$ cat src/rtl/burst_prog_seq.sv
module burst_prog_seq #(
  parameter int AW     = 24,
  parameter int DW     = 16,
  parameter int CW     = 16,
  parameter int TW     = 16,
  parameter int BURST  = 32,
  parameter int BLK_AW = 10,
  parameter int STROBE = 2
) (
  input  logic          clk,
  input  logic          rst_n,
  input  logic          start,
  input  logic [AW-1:0] start_addr,
  input  logic [CW-1:0] word_count,
  input  logic [TW-1:0] tmo_limit,
  input  logic          s_valid,
  input  logic [DW-1:0] s_data,
  output logic          s_ready,
  output logic          busy,
  output logic          done,
  output logic          err_align,
  output logic          err_vpp,
  output logic          err_lock,
  output logic          err_tmo,
  output logic [AW-1:0] fa,
  output logic [DW-1:0] fdo,
  input  logic [DW-1:0] fdi,
  output logic          fwe_n,
  output logic          foe_n
);
  localparam int BW      = $clog2(BURST);
  localparam int PH_LAST = STROBE + 1;
  localparam int PHW     = $clog2(PH_LAST + 1);

  typedef enum logic [3:0] {
    S_IDLE, S_CMD_SET, S_CMD_CONF, S_POLL_SET, S_POLL_RDY, S_FILL,
    S_POLL_PRG, S_EXIT_WR, S_POLL_EXIT, S_RDARR, S_DONE
  } st_t;

  st_t            st;
  logic [PHW-1:0] ph;
  logic [BW-1:0]  bcnt;
  logic [CW-1:0]  rem;
  logic [AW-1:0]  base;
  logic [DW-1:0]  wdat;
  logic [DW-1:0]  sr;
  logic [TW-1:0]  pcnt;

  logic wr_st, rd_st, strobe_on, op_end, hold, tmo_hit;
  logic unused_hi;

  assign wr_st = (st == S_CMD_SET) || (st == S_CMD_CONF) || (st == S_FILL) ||
                 (st == S_EXIT_WR) || (st == S_RDARR);
  assign rd_st = (st == S_POLL_SET) || (st == S_POLL_RDY) ||
                 (st == S_POLL_PRG) || (st == S_POLL_EXIT);
  assign strobe_on = (ph != '0) && (ph <= PHW'(STROBE));
  assign op_end    = (ph == PHW'(PH_LAST));
  assign s_ready   = (st == S_FILL) && (ph == '0) && (rem != '0);
  assign hold      = s_ready && !s_valid;
  assign tmo_hit   = (tmo_limit != '0) && ((pcnt + 1'b1) >= tmo_limit);
  assign unused_hi = ^sr[DW-1:8];

  assign fwe_n = !(wr_st && strobe_on);
  assign foe_n = !(rd_st && strobe_on);
  assign fa    = (st == S_EXIT_WR) ? (base ^ (AW'(1) << BLK_AW)) : base;
  assign fdo   = wdat;
  assign busy  = (st != S_IDLE);
  assign done  = (st == S_DONE);

  always_ff @(posedge clk) begin
    if (!rst_n) begin
      st        <= S_IDLE;
      ph        <= '0;
      bcnt      <= '0;
      rem       <= '0;
      base      <= '0;
      wdat      <= '0;
      sr        <= '0;
      pcnt      <= '0;
      err_align <= 1'b0;
      err_vpp   <= 1'b0;
      err_lock  <= 1'b0;
      err_tmo   <= 1'b0;
    end else begin
      if ((wr_st || rd_st) && !hold)
        ph <= op_end ? '0 : ph + 1'b1;
      if (rd_st && ph == PHW'(STROBE))
        sr <= fdi;
      if (ph == '0) begin
        case (st)
          S_CMD_SET:  wdat <= DW'(16'h0080);
          S_CMD_CONF: wdat <= DW'(16'h00D0);
          S_EXIT_WR:  wdat <= {DW{1'b1}};
          S_RDARR:    wdat <= DW'(16'h00FF);
          S_FILL: begin
            if (rem == '0) wdat <= {DW{1'b1}};
            else if (s_valid) begin
              wdat <= s_data;
              rem  <= rem - 1'b1;
            end
          end
          default: ;
        endcase
      end
      case (st)
        S_IDLE: if (start) begin
          base      <= start_addr;
          rem       <= word_count;
          ph        <= '0;
          pcnt      <= '0;
          err_vpp   <= 1'b0;
          err_lock  <= 1'b0;
          err_tmo   <= 1'b0;
          err_align <= (start_addr[BW-1:0] != '0);
          st        <= (start_addr[BW-1:0] != '0) ? S_DONE : S_CMD_SET;
        end
        S_CMD_SET:  if (op_end) st <= S_CMD_CONF;
        S_CMD_CONF: if (op_end) st <= S_POLL_SET;
        S_POLL_SET: if (op_end) begin
          pcnt <= '0;
          if (!sr[7])
            st <= (rem == '0) ? S_EXIT_WR : S_POLL_RDY;
          else begin
            err_vpp  <= sr[3];
            err_lock <= sr[1];
            st       <= S_RDARR;
          end
        end
        S_POLL_RDY: if (op_end) begin
          if (!sr[0]) begin
            pcnt <= '0;
            bcnt <= '0;
            st   <= S_FILL;
          end else if (tmo_hit) begin
            err_tmo <= 1'b1;
            st      <= S_EXIT_WR;
          end else
            pcnt <= pcnt + 1'b1;
        end
        S_FILL: if (op_end) begin
          if (bcnt == BW'(BURST - 1)) begin
            bcnt <= '0;
            pcnt <= '0;
            st   <= S_POLL_PRG;
          end else
            bcnt <= bcnt + 1'b1;
        end
        S_POLL_PRG: if (op_end) begin
          if (!sr[0]) begin
            pcnt <= '0;
            st   <= (rem == '0) ? S_EXIT_WR : S_POLL_RDY;
          end else if (tmo_hit) begin
            err_tmo <= 1'b1;
            st      <= S_EXIT_WR;
          end else
            pcnt <= pcnt + 1'b1;
        end
        S_EXIT_WR: if (op_end) begin
          pcnt <= '0;
          st   <= S_POLL_EXIT;
        end
        S_POLL_EXIT: if (op_end) begin
          if (sr[7])
            st <= S_RDARR;
          else if (tmo_hit) begin
            err_tmo <= 1'b1;
            st      <= S_RDARR;
          end else
            pcnt <= pcnt + 1'b1;
        end
        S_RDARR: if (op_end) st <= S_DONE;
        S_DONE:  st <= S_IDLE;
        default: st <= S_IDLE;
      endcase
    end
  end
endmodule

$ cat config.mk
export PLATFORM = sky130hd
export DESIGN_NAME = burst_prog_seq
export DESIGN_NICKNAME = d
export VERILOG_FILES = /design/src/rtl/burst_prog_seq.sv
export SDC_FILE = /design/constraint.sdc
export NUM_CORES = 1
export LEC_CHECK = 0
export BUFFER_PORTS_ARGS = -buffer_cell sky130_fd_sc_hd__clkbuf_2
export CORE_MARGIN = 2
export CORE_UTILIZATION = 57
export DETAILED_ROUTE_END_ITERATION = 8
export HOLD_SLACK_MARGIN = 0.15
export PLACE_DENSITY = 0.83
export SLEW_MARGIN = 10
export SYNTH_ARGS = -nofsm -noshare
export SYNTH_HDL_FRONTEND = slang
export SYNTH_SLANG_ARGS = --single-unit
$ cat constraint.sdc
create_clock -name clk -period 9.8 [get_ports clk]
set_input_delay 0.98 -clock clk [delete_from_list [all_inputs] [get_ports clk]]
set_output_delay 0.98 -clock clk [all_outputs]
set_load 0.05 [all_outputs]
==> results.md, run 1 <==
- Outcome: finished clean
- Slew margin rel.: 0.2766
- WHS: 0.4576 ns
- Final min period: 4.707 ns
- Maximum Capacitance Violations: 0
- Initial core utilization: 0.5780
- Synth Instances: 665
- DR top layer: met4
- Pin count of the biggest net entering global routing: 58
- Max clock buf depth: 2
- Final Core Density: 0.6481
- Crit path max fanout: 36
- Fraction of layout cells with a size suffix above 1: 0.2109
- #FFs+latches synth: 91
- CTS resizes: 0
- HPWL Detailed: 8459 um
- GRT Util Overall: 0.2335
- # fillers: 805
- Psw: 0.6498 mW
- Vias per inst: 5.687
- Gate power share: 0.450
- Area of the multi-input gates: 0.002998 sq mm
- Final Skew: 0.01149 ns
- Clock Power Share: 0.181
- Hold Violations, Final: 0
- Hold Buf Count CTS: 0
- Cell leakage power: 2.512 nW
- Post-synth ARST share: 0
- DRT iter0 DRCs: 273
- # diodes: 0
- CP Capture Type: flip-flop
- Clock latency on the worst-skew pair: 0.36 ns
- IO buf count: 128
- Path category of the worst min-delay check: reg -> reg
- Unrepaired setup endpoints after global routing: false
- Die Span Y: 100.1 um
- F_max: 0.2125 GHz
- Main synth FF type: dfxtp_1
- Core area: 0.009109 sq mm
- Sink Count: 91
- Final net count: 859
- Area of the mapped netlist: 0.005265 sq mm
- WP data required: 10.09 ns
- Power Density: 233.1 mW/mm^2
- DRC: 0
- YS warnings: 0
- Routed WL: 11660 um
- Routed Antenna Nets: 0
- Post-synthesis sequential area ratio: 0.3460
- Reg clk slew, reported paths: 0.09 ns
- Post-Syn Nets: 780
- WL per Instance: 13.55 um
- Post-Syn Area per Cell: 7.917 sq um
- Via count: 4891
- First-pass GRT wire length: 19350 um
- Num CTS Buffers: 9
- Internal power: 0.7265 mW
- Yosys cell types: 59
- Sequential share of power: 0.370
- Rows: 35
- Least-Margin Pin Slew: 1.075 ns
- Die area: 0.01002 sq mm
- Worst EP arrival: 5.00 ns
- Worst vdd ir: 146.9 uV
- Sw frac: 0.4721
- Initial antenna violation count: 0
- Final Max Tran Viols: 0
- Final Wtd Congestion: 0.8654
- Number of setup buffers added after CTS: 0
- Total power: 1.376 mW
- Fin Setup TNS: 0 ns
- Met1 wire length: 5282 um
- H-Tree Depth: 3
- IO Pins: 141
- Routed length on met2: 5594 um
- # setup viols final: 0
- Seq. cell area: 0.001822 sq mm
- CTS tree: built
- Number of global-route vias before repair: 4393
- Root buffer cell: clkbuf_8
- Synth-to-Final Area Change: 12.12%
- Residual overflow from global routing: 0
- Die width: 100.1 um
- Post-synth EDFFs: 0
- Worst Setup Start Kind: flip-flop
- CP Class: reg -> reg
- Crit share post-route: 0.4803
- DRT Pass-1 Iters: 5
- Met3 WL: 661 um
through the flow:
| step | cells | setup slack (ns) | cell area, sq um |
|---|---|---|---|
| floorplan | 665 | 5.877 | 5265 |
| global placement | 844 | 5.211 | 5712 |
| detailed placement | 844 | 5.155 | 5712 |
| CTS | 860 | 5.109 | 5903 |
| global route | 860 | 4.767 | 5903 |
| finish | 860 | 5.093 | 5903 |
Yosys cell counts (9+ instances only):
library cell	n	share of area
o21ai_0	26	0.025
nand2b_1	11	0.013
a21oi_1	73	0.069
clkbuf_1	29	0.021
nor2_1	48	0.034
dfxtp_1	91	0.35
ha_1	23	0.055
inv_1	24	0.017
nor3_1	11	0.010
and2_1	9	0.011
o2bb2ai_1	10	0.017
xnor2_1	24	0.040
a211oi_1	9	0.013
or4_1	17	0.024
o31ai_1	17	0.024
nand2_1	96	0.068
or3_1	10	0.012
buf_4	24	0.034
worst paths after layout:
| check | cells past startpoint | slack (ns) | end | start |
|---|---|---|---|---|
| setup / recovery | 13 | 5.09 | st[0]$_SDFFE_PN0P_ | pcnt[0]$_SDFFE_PN0P_ |
| hold / removal | 2 | 0.46 | base[0]$_SDFFE_PN0P_ | base[0]$_SDFFE_PN0P_ |
| hold reg to reg | 2 | 0.46 | base[0]$_SDFFE_PN0P_ | base[0]$_SDFFE_PN0P_ |
| setup reg to reg | 13 | 5.09 | st[0]$_SDFFE_PN0P_ | pcnt[0]$_SDFFE_PN0P_ |
power by group through the flow:
stage	Combinational [mW]	Clock, mW	Sequential [mW]
floorplan	0.537	0	0.492
global placement	0.596	0	0.511
detailed placement	0.612	0	0.516
CTS	0.617	0.255	0.507
global route	0.683	0.271	0.521
finish	0.619	0.249	0.509
cell type report:
| class | instances | share of cell area |
|---|---|---|
| clock buffers | 10 | 0.02331 |
| clock inverters | 6 | 0.009114 |
| inverters | 24 | 0.01526 |
| multi-input cells | 487 | 0.5078 |
| flip-flops and latches | 91 | 0.3086 |
| well taps | 111 | 0.02353 |
| repair buffers | 131 | 0.1123 |
critical path, cell delays in order, from the launching register on:
cell	delay (ns)
dfxtp_1	0.42
ha_1	0.27
and3_1	0.20
nand4_1	0.19
or2_1	0.34
or3_1	0.44
xnor2_1	0.15
ha_1	0.29
nand4_1	0.13
or3_1	0.41
or4_4	0.55
a41oi_4	0.78
o41a_2	0.28
mux2i_1	0.18
flip-flops by register name (all words and copies together), names as in the netlist, 2 cells and up:
signal,cells
st,4
rem,16
ph,2
bcnt,5
base,24
pcnt,16
fdo,16
sr,4
cell usage in the layout (no fill, tap or decap), types with 17 or more instances in the layout:
master and n:
xnor2_1 24, nand2_1 96, dfxtp_1 91, nor2_1 48, clkbuf_2 128, a21oi_1 73
ha_1 23, inv_1 24, o21ai_0 26, or4_1 17, o31ai_1 17
logic make-up (layout without fill, tap and decap cells):
| logic type | Yosys count | count (layout) | share of synthesized area |
|---|---|---|---|
| AND/OR/NAND/NOR | 254 | 254 | 0.2405 |
| XOR/XNOR | 30 | 30 | 0.04990 |
| AO/OA/AOI/OAI | 172 | 172 | 0.2091 |
| adder cells (fa/ha/maj) | 23 | 23 | 0.05466 |
| flip-flops | 91 | 91 | 0.3460 |
| buffers and inverters | 87 | 171 | 0.08460 |
| multiplexers | 8 | 8 | 0.01521 |
layer usage:
layer  global-route usage  vias to the layer above
met5                    0                        -
met4              0.06639                        0
met3              0.05292                       14
met2               0.3955                      144
met1               0.2995                     2243
li1                     -                     2490
(Power assumes the default switching activity.)
==> run 2: changes to the inputs <==
--- a/config.mk
+++ b/config.mk
@@ -5,12 +5,13 @@
 export SDC_FILE = /design/constraint.sdc
 export NUM_CORES = 1
 export LEC_CHECK = 0
+export ABC_AREA = 1
 export BUFFER_PORTS_ARGS = -buffer_cell sky130_fd_sc_hd__clkbuf_2
 export CORE_MARGIN = 2
-export CORE_UTILIZATION = 57
+export CORE_UTILIZATION = 48
 export DETAILED_ROUTE_END_ITERATION = 8
 export HOLD_SLACK_MARGIN = 0.15
-export PLACE_DENSITY = 0.83
+export PLACE_DENSITY = 0.74
 export SLEW_MARGIN = 10
 export SYNTH_ARGS = -nofsm -noshare
 export SYNTH_HDL_FRONTEND = slang
==> constraint.sdc (replaced) <==
create_clock -name clk -period 4.33 [get_ports clk]
set_input_delay 0.433 -clock clk [delete_from_list [all_inputs] [get_ports clk]]
set_output_delay 0.433 -clock clk [all_outputs]
set_load 0.05 [all_outputs]
==> run 2 against run 1 <==
Final cell count up 15%. Final area rose by 1.8%. Routed wire length grew 5.3%. Clock-buffer cell count shrank 1. Critical endpoint is now pcnt[2]$_SDFFE_PN0P_. Global-route usage is 2.5 points lower. Largest cell class unchanged. First-iteration DRC count fell by 4.8%. Critical path type unchanged.
==> results.md, run 2 <==
- Outcome: finished clean
- CTS resizes: 0 (unchanged)
- Path category of the worst min-delay check: in -> reg
- Post-synth ARST share: 0 (unchanged)
- Synth-to-Final Area Change: 15.03%
- Die width: 108.3 um (+8.2%)
- Routed WL: 12280 um (+5.3%)
- Die area: 0.01174 sq mm (+17%)
- Largest register FFs: 24 (unchanged)
- Area of the mapped netlist: 0.005226 sq mm (-0.74%)
- Hold Violations, Final: 0 (unchanged)
- Top-area cell type share of the netlist area: 0.3486 (+0.002568)
- Final min period: 3.322 ns (-1.385 ns)
- DRC: 0 (unchanged)
- Post-synth top cells: nand2_1, dfxtp_1, inv_1
- First-pass GRT wire length: 19590 um (+1.3%)
- CTS tree: built
- Reg clk slew, reported paths: 0.10 ns (about the same)
- Crit share post-route: 0.7671 (+0.2868)
- Count leader, synth: nand2_1
- Met1 GRT Util: 0.2661 (-0.03333)
- Top cells by area, synth: dfxtp_1, nand2_1, inv_1
- Initial core utilization: 0.4864 (-0.09165)
- Pre-CTS setup slack: 0.9792 ns (-4.176 ns)
- Slew margin rel.: 0.4863 (+0.2097)
- Clock latency on the worst-skew pair: 0.38 ns (+0.02 ns)
- Final Instance Area: 0.006012 sq mm (+1.8%)
- Hold Buf Count CTS: 0 (unchanged)
- Yosys cell types: 41 (-31%)
- Root buffer cell: clkbuf_8
- Simple-gate share of the synthesized area: 0.2794 (+0.03889)
- IO Pins: 141 (unchanged)
- GR met3 Demand/Resource: 0.03014 (-0.02279)
- Maximum Capacitance Violations: 0 (unchanged)
- Power Density: 605.5 mW/mm^2 (+160%)
- Via count: 4881 (-0.20%)
- Sink Count: 91 (unchanged)
- H-Tree Depth: 3 (unchanged)
- Post-synthesis xor/xnor area fraction: 0.04692 (-0.002981)
- Commonest non-fill, non-tap cell in the layout: nand2_1
- DRT iter0 DRCs: 260 (-4.8%)
- CP Capture Type: flip-flop
- # diodes: 0 (unchanged)
- Cell leakage power: 3.064 nW (+22%)
- Fin cells: 989 (+15%)
- YS warnings: 0 (unchanged)
- Final Skew: 0.02154 ns (+0.01006 ns)
- Vias per inst: 4.935 (-13%)
- Routed Antenna Nets: 0 (unchanged)
- Synth Instances: 744 (+12%)
- Crit path max fanout: 32 (-11%)
- Fin Setup TNS: 0 ns (unchanged)
- Core area: 0.01075 sq mm (+18%)
- GRT Util Overall: 0.2088 (-0.02469)
- # setup viols final: 0 (unchanged)
- Most area-hungry cell type in the Yosys netlist: dfxtp_1
- # fillers: 1114 (+38%)
- WP data required: 4.59 ns (-5.50 ns)
- Final Wtd Congestion: 0.9359 (+8.1%)
- Met2 GRT Util: 0.3603 (-0.03524)
- Rows: 38 (+8.6%)
- Pin count of the biggest net entering global routing: 33 (-43%)
- Number of global-route vias before repair: 4404 (+0.25%)
- Final Max Tran Viols: 0 (unchanged)
- Residual overflow from global routing: 0 (unchanged)
- Least-Margin Pin Slew: 0.7698 ns (-0.3055 ns)
- Largest family of logic cells by synthesized area: simple AND/OR/NAND/NOR gates
- Main synth FF type: dfxtp_1
- IO buf count: 128 (unchanged)
- F_max: 0.3011 GHz (+42%)
- Post-DP Area: 0.005801 sq mm (+1.6%)
- WL per Instance: 12.42 um (-8.4%)
- Num CTS Buffers: 9 (unchanged)
- Synth Area in Compound Gates: 0.1432 (-0.06596)
- #FFs+latches synth: 91 (unchanged)
- Unrepaired setup endpoints after global routing: false
- Post-Syn Nets: 859 (+10%)
- Multiplexer share of the synthesized area: 0.002155 (-0.01305)
- Top reg by flops: base
- Final net count: 959 (+12%)
- Worst Setup Start Kind: flip-flop
- CP Class: reg -> reg
- HPWL Detailed: 9460 um (+12%)
- Area share of fa/ha/maj cells after synthesis: 0.05506 (+0.0004056)
- Most frequent cells in the layout: nand2_1, clkbuf_2, dfxtp_1, inv_1, nor2_1
- Dpl cells: 973 (+15%)
- Max clock buf depth: 2 (unchanged)
- Die Span Y: 108.3 um (+8.2%)
- Initial antenna violation count: 0 (unchanged)
- DRT Pass-1 Iters: 4 (-1)
- Grt peak-use layer: met2
- Post-synth EDFFs: 0 (unchanged)
- Post-synthesis sequential area ratio: 0.3486 (+0.002568)
- Post-Syn Area per Cell: 7.025 sq um (-11%)
- Final Core Density: 0.5595 (-0.08857)
- Fraction of layout cells with a size suffix above 1: 0.2191 (+0.008133)
- Number of setup buffers added after CTS: 0 (unchanged)
- Worst vdd ir: 315.6 uV (+110%)
- Worst Setup Slack, final: 1.008 ns (-4.085 ns)
- Worst EP arrival: 3.58 ns (-1.42 ns)
[run 2: cell types whose count changed after synthesis, sizes merged, moves of 18 or more]
cell	before	now
nand2	96	177
nand3	8	32
clkbuf	29	6
xnor2	24	4
inv	24	102
xor2	6	24
or4	19	0
nor2	48	87
o21ai	28	55
a21oi	73	43
[run 2: path summary, 6_finish.rpt]
check             slack (ns)                 start  cells past startpoint                   end
setup / recovery        1.01  pcnt[0]$_SDFFE_PN0P_                     17  pcnt[2]$_SDFFE_PN0P_
hold / removal          0.26         word_count[2]                      3     rem[2]$_SDFF_PN0_
setup reg to reg        1.01  pcnt[0]$_SDFFE_PN0P_                     17  pcnt[2]$_SDFFE_PN0P_
hold reg to reg         0.46  base[4]$_SDFFE_PN0P_                      2  base[4]$_SDFFE_PN0P_
[run 2: critical path, cell delays in order, from the launching register on]
cell     delay (ns)
dfxtp_1        0.41
ha_1           0.21
nand2_1        0.08
nor4_1         0.32
nand2_1        0.18
nor2_1         0.19
nand2_1        0.09
xor2_1         0.16
ha_1           0.28
nand2_1        0.07
nor3_1         0.20
nand2_1        0.07
nand2_1        0.05
nand2_1        0.17
nand2_2        0.47
nand2_1        0.12
nand2_1        0.10
nor2_1         0.04
[run 2: metal layers]
layer	vias to the layer above	routed length, um
met5	-	0
met4	0	146
met3	10	680
met2	119	5796
met1	2183	5655
li1	2569	-
[run 2: final cells by class]
cell class                      instances  area [sq um]  area share
Clock inverter                          7         87.58     0.01457
Inverter                              102         387.9     0.06452
Multi-Input combinational cell        509          2753      0.4579
Sequential cell                        91          1822      0.3030
Clock buffer                            9         123.9     0.02060
Timing Repair Buffer                  131         663.1      0.1103
Tap cell                              140         175.2     0.02914
[run 2: stage by stage]
step | total power [mW] | hold slack [ns]
2_1_floorplan | 2.724 | 0.4200
3_3_place_gp | 2.995 | 0.4381
3_5_place_dp | 3.031 | 0.4462
4_1_cts | 3.656 | 0.2603
5_1_grt | 3.945 | 0.2637
6_report | 3.640 | 0.2581
[run 2: logic make-up after synthesis]
kind of cell | count (synthesis)
flops | 91
compound gates | 127
buf+inv | 144
fa+ha+maj | 23
xor+xnor | 28
simple gates | 330
mux | 1
[run 2: power by group]
group | switching, mW | leakage [nW] | internal (mW)
combinational | 1.26 | 2.21 | 0.561
sequential | 0.150 | 0.743 | 1.04
clock | 0.345 | 0.109 | 0.282
